`config.mk`:
```
export PLATFORM = sky130hd
export DESIGN_NAME = fmt656_tx
export DESIGN_NICKNAME = d
export VERILOG_FILES = /design/src/rtl/fmt656_pkg.sv /design/src/rtl/fmt656_line_track.sv /design/src/rtl/fmt656_pair_build.sv /design/src/rtl/fmt656_pair_ser.sv /design/src/rtl/fmt656_tx.sv
export SDC_FILE = /design/constraint.sdc
export NUM_CORES = 1
export LEC_CHECK = 0
export BUFFER_PORTS_ARGS = -buffer_cell sky130_fd_sc_hd__buf_4
export CAP_MARGIN = 20
export CORE_MARGIN = 3
export CORE_UTILIZATION = 43
export CTS_CLUSTER_SIZE = 24
export DETAILED_ROUTE_END_ITERATION = 8
export GPL_TIMING_DRIVEN = 0
export PLACE_DENSITY = 0.68
export SYNTH_ARGS = -nofsm -noshare
export SYNTH_HDL_FRONTEND = slang
export SYNTH_HIERARCHICAL = 1
export SYNTH_SLANG_ARGS = --single-unit
```
`constraint.sdc`:
```
create_clock -name clk -period 2 [get_ports clk]
set_input_delay 0.2 -clock clk [delete_from_list [all_inputs] [get_ports clk]]
set_output_delay 0.2 -clock clk [all_outputs]
set_load 0.01 [all_outputs]
```
`src/rtl/fmt656_pkg.sv`:
```
package fmt656_pkg;

  localparam int BYTE_W = 8;

  localparam logic [BYTE_W-1:0] FILL_CHROMA = 8'h80;
  localparam logic [BYTE_W-1:0] FILL_LUMA   = 8'h10;
  localparam logic [BYTE_W-1:0] CODE_HI     = 8'hFF;
  localparam logic [BYTE_W-1:0] CODE_LO     = 8'h00;

  typedef enum logic [2:0] {
    PX_ACT,
    PX_FILL,
    PX_EAV0,
    PX_EAV1,
    PX_SAV0,
    PX_SAV1
  } px_kind_t;

  function automatic logic [BYTE_W-1:0] xy_code(input logic f, input logic v, input logic h);
    return {1'b1, f, v, h, v ^ h, f ^ h, f ^ v, f ^ v ^ h};
  endfunction

  function automatic logic [BYTE_W-1:0] clip_video(input logic [BYTE_W-1:0] x);
    if (x == CODE_LO)      return 8'h01;
    else if (x == CODE_HI) return 8'hFE;
    else                   return x;
  endfunction

endpackage

```
`src/rtl/fmt656_line_track.sv`:
```
module fmt656_line_track
  import fmt656_pkg::*;
#(
  parameter int NTSC_BLANK = 138,
  parameter int PAL_BLANK  = 144,
  parameter int CW         = 8
) (
  input  logic     clk,
  input  logic     rst_n,
  input  logic     step,
  input  logic     hact,
  input  logic     vact,
  input  logic     embed_en,
  input  logic     pal_mode,
  output px_kind_t kind,
  output logic     use_cr
);

  localparam logic [CW-1:0] CNT_MAX = {CW{1'b1}};
  localparam logic [CW-1:0] ONE     = CW'(1);
  localparam logic [CW-1:0] TWO     = CW'(2);

  logic          prev_act;
  logic          par_q;
  logic [CW-1:0] bcnt;
  logic [CW-1:0] idx;
  logic [CW-1:0] blen;
  logic          cur_par;

  assign blen    = pal_mode ? CW'(PAL_BLANK) : CW'(NTSC_BLANK);
  assign idx     = prev_act ? '0 : bcnt;
  assign cur_par = prev_act & par_q;
  assign use_cr  = cur_par;

  always_comb begin
    if (hact)                 kind = vact ? PX_ACT : PX_FILL;
    else if (!embed_en)       kind = PX_FILL;
    else if (prev_act)        kind = PX_EAV0;
    else if (idx == ONE)      kind = PX_EAV1;
    else if (idx == blen - TWO) kind = PX_SAV0;
    else if (idx == blen - ONE) kind = PX_SAV1;
    else                      kind = PX_FILL;
  end

  always_ff @(posedge clk) begin
    if (!rst_n) begin
      prev_act <= 1'b0;
      par_q    <= 1'b0;
      bcnt     <= CNT_MAX;
    end else if (step) begin
      prev_act <= hact;
      if (hact) begin
        par_q <= ~cur_par;
      end else if (prev_act) begin
        bcnt <= ONE;
      end else if (bcnt != CNT_MAX) begin
        bcnt <= bcnt + ONE;
      end
    end
  end


  eav_count_start_chk: assert property (@(posedge clk) disable iff (!rst_n)
    (step && kind == PX_EAV0) |=> (!prev_act && bcnt == ONE));


  parity_restart_chk: assert property (@(posedge clk) disable iff (!rst_n)
    (step && hact && !prev_act) |=> (prev_act && par_q));

endmodule

```
`src/rtl/fmt656_pair_build.sv`:
```
module fmt656_pair_build
  import fmt656_pkg::*;
(
  input  px_kind_t          kind,
  input  logic              use_cr,
  input  logic              y_pass,
  input  logic              vact,
  input  logic              field,
  input  logic [BYTE_W-1:0] y,
  input  logic [BYTE_W-1:0] cb,
  input  logic [BYTE_W-1:0] cr,
  output logic [BYTE_W-1:0] b0,
  output logic [BYTE_W-1:0] b1
);

  always_comb begin
    b0 = FILL_CHROMA;
    b1 = y_pass ? clip_video(y) : FILL_LUMA;
    unique case (kind)
      PX_ACT: begin
        b0 = clip_video(use_cr ? cr : cb);
        b1 = clip_video(y);
      end
      PX_EAV0, PX_SAV0: begin
        b0 = CODE_HI;
        b1 = CODE_LO;
      end
      PX_EAV1: begin
        b0 = CODE_LO;
        b1 = xy_code(field, ~vact, 1'b1);
      end
      PX_SAV1: begin
        b0 = CODE_LO;
        b1 = xy_code(field, ~vact, 1'b0);
      end
      default: ;
    endcase
  end

endmodule

```
`src/rtl/fmt656_pair_ser.sv`:
```
module fmt656_pair_ser
  import fmt656_pkg::*;
(
  input  logic              clk,
  input  logic              rst_n,
  input  logic              in_valid,
  output logic              in_ready,
  input  logic [BYTE_W-1:0] byte0,
  input  logic [BYTE_W-1:0] byte1,
  input  logic              hv,
  output logic              out_valid,
  input  logic              out_ready,
  output logic [BYTE_W-1:0] out_data,
  output logic              out_hvalid
);

  logic              hold;
  logic              phase;
  logic [BYTE_W-1:0] b0_q;
  logic [BYTE_W-1:0] b1_q;
  logic              hv_q;
  logic              load;

  assign in_ready   = !hold || (phase && out_ready);
  assign load       = in_valid && in_ready;
  assign out_valid  = hold;
  assign out_data   = phase ? b1_q : b0_q;
  assign out_hvalid = hv_q;

  always_ff @(posedge clk) begin
    if (!rst_n) begin
      hold  <= 1'b0;
      phase <= 1'b0;
      b0_q  <= '0;
      b1_q  <= '0;
      hv_q  <= 1'b0;
    end else if (load) begin
      hold  <= 1'b1;
      phase <= 1'b0;
      b0_q  <= byte0;
      b1_q  <= byte1;
      hv_q  <= hv;
    end else if (hold && out_ready) begin
      if (!phase) phase <= 1'b1;
      else        hold  <= 1'b0;
    end
  end


  stall_hold_chk: assert property (@(posedge clk) disable iff (!rst_n)
    (out_valid && !out_ready) |=> (out_valid && $stable(out_data) && $stable(out_hvalid)));


  load_show_chk: assert property (@(posedge clk) disable iff (!rst_n)
    (in_valid && in_ready) |=> (out_valid && out_data == $past(byte0)));

endmodule

```
`src/rtl/fmt656_tx.sv`:
```
module fmt656_tx
  import fmt656_pkg::*;
#(
  parameter int NTSC_BLANK = 138,
  parameter int PAL_BLANK  = 144,
  parameter int CW         = 8
) (
  input  logic       clk,
  input  logic       rst_n,
  input  logic       embed_en,
  input  logic       pal_mode,
  input  logic       blank_y_pass,
  input  logic       in_valid,
  output logic       in_ready,
  input  logic [7:0] in_y,
  input  logic [7:0] in_cb,
  input  logic [7:0] in_cr,
  input  logic       in_hact,
  input  logic       in_vact,
  input  logic       in_field,
  output logic       out_valid,
  input  logic       out_ready,
  output logic [7:0] out_data,
  output logic       out_hvalid
);

  px_kind_t          kind;
  logic              use_cr;
  logic              step;
  logic [BYTE_W-1:0] pb0;
  logic [BYTE_W-1:0] pb1;

  assign step = in_valid && in_ready;

  fmt656_line_track #(
    .NTSC_BLANK(NTSC_BLANK),
    .PAL_BLANK (PAL_BLANK),
    .CW        (CW)
  ) u_track (
    .clk     (clk),
    .rst_n   (rst_n),
    .step    (step),
    .hact    (in_hact),
    .vact    (in_vact),
    .embed_en(embed_en),
    .pal_mode(pal_mode),
    .kind    (kind),
    .use_cr  (use_cr)
  );

  fmt656_pair_build u_build (
    .kind  (kind),
    .use_cr(use_cr),
    .y_pass(blank_y_pass),
    .vact  (in_vact),
    .field (in_field),
    .y     (in_y),
    .cb    (in_cb),
    .cr    (in_cr),
    .b0    (pb0),
    .b1    (pb1)
  );

  fmt656_pair_ser u_ser (
    .clk       (clk),
    .rst_n     (rst_n),
    .in_valid  (in_valid),
    .in_ready  (in_ready),
    .byte0     (pb0),
    .byte1     (pb1),
    .hv        (in_hact),
    .out_valid (out_valid),
    .out_ready (out_ready),
    .out_data  (out_data),
    .out_hvalid(out_hvalid)
  );


  active_range_chk: assert property (@(posedge clk) disable iff (!rst_n)
    (step && kind == PX_ACT) |->
      (pb0 != 8'h00 && pb0 != 8'hFF && pb1 != 8'h00 && pb1 != 8'hFF));


  pin_no_code_chk: assert property (@(posedge clk) disable iff (!rst_n)
    (step && !embed_en) |-> (pb0 != 8'hFF && pb1 != 8'hFF));

endmodule

```
* After elaboration in Yosys (flattened, before gate mapping)
Cells that the tools add are included.
Word-level totals: register bits 28, output and inout bits 11
Cells by class: add/subtract/negate cells 3, eq/ne operators 10, mux-type cells 23, bitwise logic cells 8, reduce and logical (&&, ||, !) cells 17
Operators with widths (number):
- 8-bit 2-to-1 mux | 10
- 8-bit case mux with 4 select lines | 1
- 8-bit case mux with 3 select lines | 1
- 3-bit 2-to-1 mux | 6
- 8-bit == test | 2
- 8-bit == test, second input constant | 2
- 8-bit zero test | 2
- 8-bit by 1-bit adder with 8-bit output, second input constant | 1
- 8-bit by 1-bit == test with 1-bit output, second input constant | 1
- 8-bit inequality test, second input constant | 1
- 8-bit by 1-bit subtractor with 8-bit output, second input constant | 1
- 8-bit by 2-bit subtractor with 8-bit output, second input constant | 1
- 3-bit by 2-bit == test with 1-bit output, second input constant | 2
- 3-bit == test, second input constant | 2
- 1-bit inverter | 6
- 2-bit nonzero test | 3
- 2-bit OR reduction | 3
- 5-bit 2-to-1 mux | 1
- 1-bit 2-to-1 mux | 4
- 2-bit AND reduction | 2
- 1-bit logical AND | 3
- 3-bit zero test | 1
- 3-bit AND reduction | 1
- 1-bit AND | 1
- other kinds (3) | 3

* Longest topological paths before layout
depth in word-level cells 12, depth in mapped cells 11

* Hierarchy
The synthesis kept the hierarchy.
Modules (own cells, without submodules):
- fmt656_pair_ser | instances 1, cells an instance 93, area an instance 893.4 um^2, seq. area each 380.4 um^2
- fmt656_line_track | instances 1, cells an instance 78, area an instance 635.6 um^2, seq. area each 200.2 um^2
- fmt656_pair_build | instances 1, cells an instance 77, area an instance 491.7 um^2, seq. area each 0.0 um^2
- fmt656_tx | instances 1, cells an instance 1, area an instance 6.3 um^2, seq. area each 0.0 um^2

* Least setup slack after synthesis
No wires, ideal clock.
path kind register to register, from register u_track.bcnt[3], to register u_ser.b1_q[3], arrival 1.862 ns, required time 1.876 ns, slack 0.015 ns, cell stages (with the launch flop) 11, buffers on the path 2, period minus slack after synthesis 1.985 ns, path through dfxtp_1 > clkbuf_1 > nor2_1 > a41oi_1 > nor3b_1 > buf_2 > nand2b_1 > a31o_2 > a22o_1 > nand2_1 > mux2i_1
Between the ends: elaborated cells on any way between the ends 17, classes of those cells 7 x eq/ne; 8 x mux; 2 x reduce/logical
RTL lines:
- from (decl) | line fmt656_line_track.sv:25 | logic [CW-1:0] bcnt;
- from (signal assigned) | line fmt656_line_track.sv:57 | bcnt <= bcnt + ONE;
- 8-bit 2-to-1 mux * | line fmt656_line_track.sv:31 | assign idx = prev_act ? '0 : bcnt;
- 8-bit == test | line fmt656_line_track.sv:40 | else if (idx == blen - TWO) kind = PX_SAV0;
- 3-bit 2-to-1 mux | line fmt656_line_track.sv:40
- 3-bit 2-to-1 mux * | line fmt656_line_track.sv:39 | else if (idx == ONE) kind = PX_EAV1;
- 3-bit 2-to-1 mux * | line fmt656_line_track.sv:38 | else if (prev_act) kind = PX_EAV0;
- 3-bit 2-to-1 mux * | line fmt656_line_track.sv:37 | else if (!embed_en) kind = PX_FILL;
- 3-bit 2-to-1 mux * | line fmt656_line_track.sv:36 | if (hact) kind = vact ? PX_ACT : PX_FILL;
- via kind[1] | line fmt656_tx.sv:27 | px_kind_t kind;
- 3-bit by 2-bit == test with 1-bit output or 3-bit == test (tied branches) | line fmt656_pair_build.sv:19 | unique case (kind)
- 2-bit OR reduction | line fmt656_pair_build.sv:19
- 8-bit case mux with 4 select lines * | line fmt656_pair_build.sv:19
- via pb1[3] | line fmt656_tx.sv:31 | logic [BYTE_W-1:0] pb1;
- to (signal assigned) | line fmt656_pair_ser.sv:41 | b1_q <= byte1;
- to (decl) | line fmt656_pair_ser.sv:20 | logic [BYTE_W-1:0] b1_q;
Mark *: on every way through the listed nets, which the timed path passes. The rest lies on a longest branch. A chain may end at the register's enable or synchronous reset.

* Worst setup path after layout
from register u_track.bcnt[2], to register u_ser.b0_q[7]
Between the ends: elaborated cells on any way between the ends 18, classes of those cells 7 x eq/ne; 8 x mux; 3 x reduce/logical
RTL lines:
- 8-bit 2-to-1 mux * | line fmt656_line_track.sv:31
- 8-bit == test | line fmt656_line_track.sv:40
- 3-bit 2-to-1 mux | line fmt656_line_track.sv:40
- 3-bit 2-to-1 mux * | line fmt656_line_track.sv:39
- 3-bit 2-to-1 mux * | line fmt656_line_track.sv:38
- 3-bit 2-to-1 mux * | line fmt656_line_track.sv:37
- 3-bit 2-to-1 mux * | line fmt656_line_track.sv:36
- via kind[0] | line fmt656_tx.sv:27
- 3-bit by 2-bit == test with 1-bit output or 3-bit == test (tied branches) | line fmt656_pair_build.sv:19
- 2-bit OR reduction (on tied branches)
- 8-bit case mux with 3 select lines * | line fmt656_pair_build.sv:19
- via pb0[7] | line fmt656_tx.sv:30 | logic [BYTE_W-1:0] pb0;
- to (signal assigned) | line fmt656_pair_ser.sv:40 | b0_q <= byte0;
- to (decl) | line fmt656_pair_ser.sv:19 | logic [BYTE_W-1:0] b0_q;
Marks and branches as above.

==> impl_metrics.yaml <==
run_status:
  status: "finished clean"
timing:
  final.min_clock_period_ps: 1979
  hold_viol_final: 0
  slew_violations: 0
  post-route-period-util_pct: 98.95
  rsz0062_at_grt: "true"
  fin_skew_ps: 7.006
  setup_violations: 0
  fmax_mhz: 505.3
  worstMarginPinSlew_ps: 354.1
  slew_headroom_pct: 76.35
cts:
  clk_path_buf_depth: 2
  cts_root_buf: "clkbuf_8"
  cts_max_level: 2
  numCtsBuffers: 5
  clkSinkCount: 29
  clkLatencyLatePin_ps: 280
  holdBufCountCts: 0
  cts_tree: "yes"
  clk_pin_slew_ps: 60
critical_path:
  crit_cells: 11
  worstSetupPathType: "reg2reg"
  worst_setup_path_start_kind: "register"
  crit_required_ps: 2170
  path_max_fanout: 9
  rr_startpoint: "u_track/bcnt[2]"
  cp-startpoint: "u_track/bcnt[2]"
  max_stage_delay_ps: 320
  crit_chain: "buf_6, and4b_1, a21oi_2, nor3_2, o31ai_2, buf_4, a2111oi_1, a21oi_1, o22a_1, nand2_1, mux2i_1"
  endpoint: "u_ser/b0_q[7]"
  r2r_setup_slack_ps: 20
  crit_family: "compound AO/OA/AOI/OAI gates"
  cp_num_buf_inv: 2
  crit_arrival_ps: 2150
  r2r_end: "u_ser/b0_q[7]"
  critPathSlowestCell: "dfxtp_1"
  ff2ff_path_depth: 11
  crit_path_end_kind: "register"
die:
  dieArea_um2: 5573
  rows: 24
  die_w_um: 74.66
  initial_core_util_pct: 45.61
  chipHeight_um: 74.66
  core_area_um2: 4444
  ios: 45
finish:
  drive_gt1_share_pct: 34.21
  fill_cells: 432
  area_growth_syn_to_layout_pct: 31.73
  diodes: 0
  num-nets-final: 338
  fin_area_um2: 2670
power_and_ir_drop:
  power.density_nw_per_um2: 674.1
  finalPower_w: 0.001800
  power_leakage_nw: 1.136
  irDropWorstVdd_mv: 0.4202
synth:
  synth_cells: 249
  synth_common_cells: "44 x nand2_1, 29 x dfxtp_1, 27 x mux2i_1, 15 x nor2_1, 13 x a21oi_1"
  synth.most_common_cell: "nand2_1"
  avgSynthCellArea_um2: 8.140
  synthArstFlopShare_pct: 0
  yosys.area.top_type: "dfxtp_1"
  yosysUniqueCellTypes: 55
  synth_top_cell_area_share_pct: 28.64
  synth_nets: 284
  synth_area_um2: 2027
  synthFlopType: "dfxtp_1"
  synth_area_leaders: "dfxtp_1 29%, mux2i_1 13%, nand2_1 8.1%"
  ys.warnings.count: 6
  synth_edf_count: 0
  synth.ff_latch_count: 29
  ys_seq_area_share_pct: 28.64
hold_path:
  worstHoldPathType: "in2reg"
routing:
  vias_per_cell: 5.466
  dr_total_vias: 1946
  dr.pass1.iters: 4
  antenna_left: 0
  drc_errors: 0
  drtIter0Drc: 118
  routed_wl_um: 5318
  avgRoutedWirePerCell_um: 14.94
grt:
  track_usage_pct: 19.30
  grt_pass1_wl_um: 8307
  grt_pass1_vias: 1778
  antenna_found_initial: 0
  grt_max_degree: 11
  grt_overflow: 0
placed_design:
  dpl.hpwl_um: 3776
  globalplace.congestion: 0.8093
  placed_cell_area_um2: 2422
  numPortBuffers: 44
run:
  maxCapViolCount: 0
[worst register-to-register path, cell delays in order (launching register included)]
cell	delay, ps
dfxtp_1	320
buf_6	120
and4b_1	210
a21oi_2	50
nor3_2	180
o31ai_2	100
buf_4	170
a2111oi_1	270
a21oi_1	90
o22a_1	230
nand2_1	60
mux2i_1	60
[cell usage in the layout (no fill, tap or decap), types with 5 or more instances in the layout]
cell type | netlist | routed
buf_4 | 0 | 48
nand2_1 | 44 | 44
mux2i_1 | 27 | 27
dfxtp_1 | 29 | 26
nor2_1 | 15 | 13
a21oi_1 | 13 | 12
o21ai_0 | 9 | 9
mux2_2 | 9 | 9
buf_2 | 10 | 8
nand3_1 | 7 | 7
clkbuf_8 | 0 | 6
inv_1 | 6 | 6
nor3_1 | 7 | 5
[timing repair]
action	in CTS	in global routing
pin swaps	3	3
buffers inserted	0	1
gates resized for setup	18	13
gates cloned	1	1
setup endpoints to repair	14	11
[final cells by class]
cell class | count | area (µm²) | share of cell area, %
multi-input combinational | 196 | 1391 | 52.11
sequential | 29 | 586.8 | 21.98
timing repair buffer | 47 | 360.3 | 13.50
buffer | 17 | 123.9 | 4.639
clock buffer | 7 | 86.33 | 3.233
tap | 52 | 65.06 | 2.437
clock inverter | 1 | 30.03 | 1.125
inverter | 7 | 26.28 | 0.9841
[kinds of logic after synthesis]
kind of cell               share of synthesized area, %
muxes                                             18.89
adders and majority gates                        0.6172
AOI/OAI and AO/OA                                 18.95
xor gates and xnor gates                         0.4322
buffers and inverters                             6.605
and+or+nand+nor                                   25.86
DFF                                               28.64
[sequential cells by signal (all words and copies together), names as in the netlist]
register          count
u_track/bcnt          8
u_ser/phase           1
u_track/par_q         1
u_ser/out_hvalid      1
u_ser/b0_q            8
u_ser/out_valid       1
u_track/prev_act      1
u_ser/b1_q            8
[per-layer routing]
metal	part of all wire, %	wire [µm]	GRT usage, %	up-vias
li1	-	-	-	1009
met1	47	2497	25.49	879
met2	47	2514	31.61	50
met3	4.4	233	4.139	8
met4	1.4	72	5.929	0
met5	0	0	0	-
[metrics by stage]
| step | instances | hold WS [ps] | utilization [%] | setup WS [ps] | setup TNS, ps |
|---|---|---|---|---|---|
| floorplan | 249 | 276.2 | - | 14.69 | 0 |
| global placement | 345 | 435.1 | 54.50 | -259.1 | -2262 |
| detailed placement | 345 | 439.5 | 54.50 | -297.6 | -2314 |
| CTS | 354 | 144.8 | 58.73 | -25.73 | -64.98 |
| global route | 356 | 154.1 | 60.08 | -112.6 | -683.5 |
| finish | 356 | 150.9 | 60.08 | 21.09 | 0 |
[worst min-delay path by stage]
stage                        start               to  slack (ps)  cells after the start
after detailed placement  in_valid  u_ser/out_valid         440                      2
final                     in_valid  u_ser/out_valid         150                      2
after global placement    in_valid  u_ser/out_valid         440                      2
after floorplan              rst_n  u_track/bcnt[0]         280                      1
after CTS                 in_valid  u_ser/out_valid         140                      2
after global routing      in_valid  u_ser/out_valid         150                      2
[report_power, final]
group | switching [W] | internal [W]
Combinational | 0.000253 | 0.000254
Clock | 0.000222 | 0.000406
Sequential | 0.0000431 | 0.000623
Total | 0.000518 | 0.00128
No activity file was read; power rests on OpenSTA's default activity.
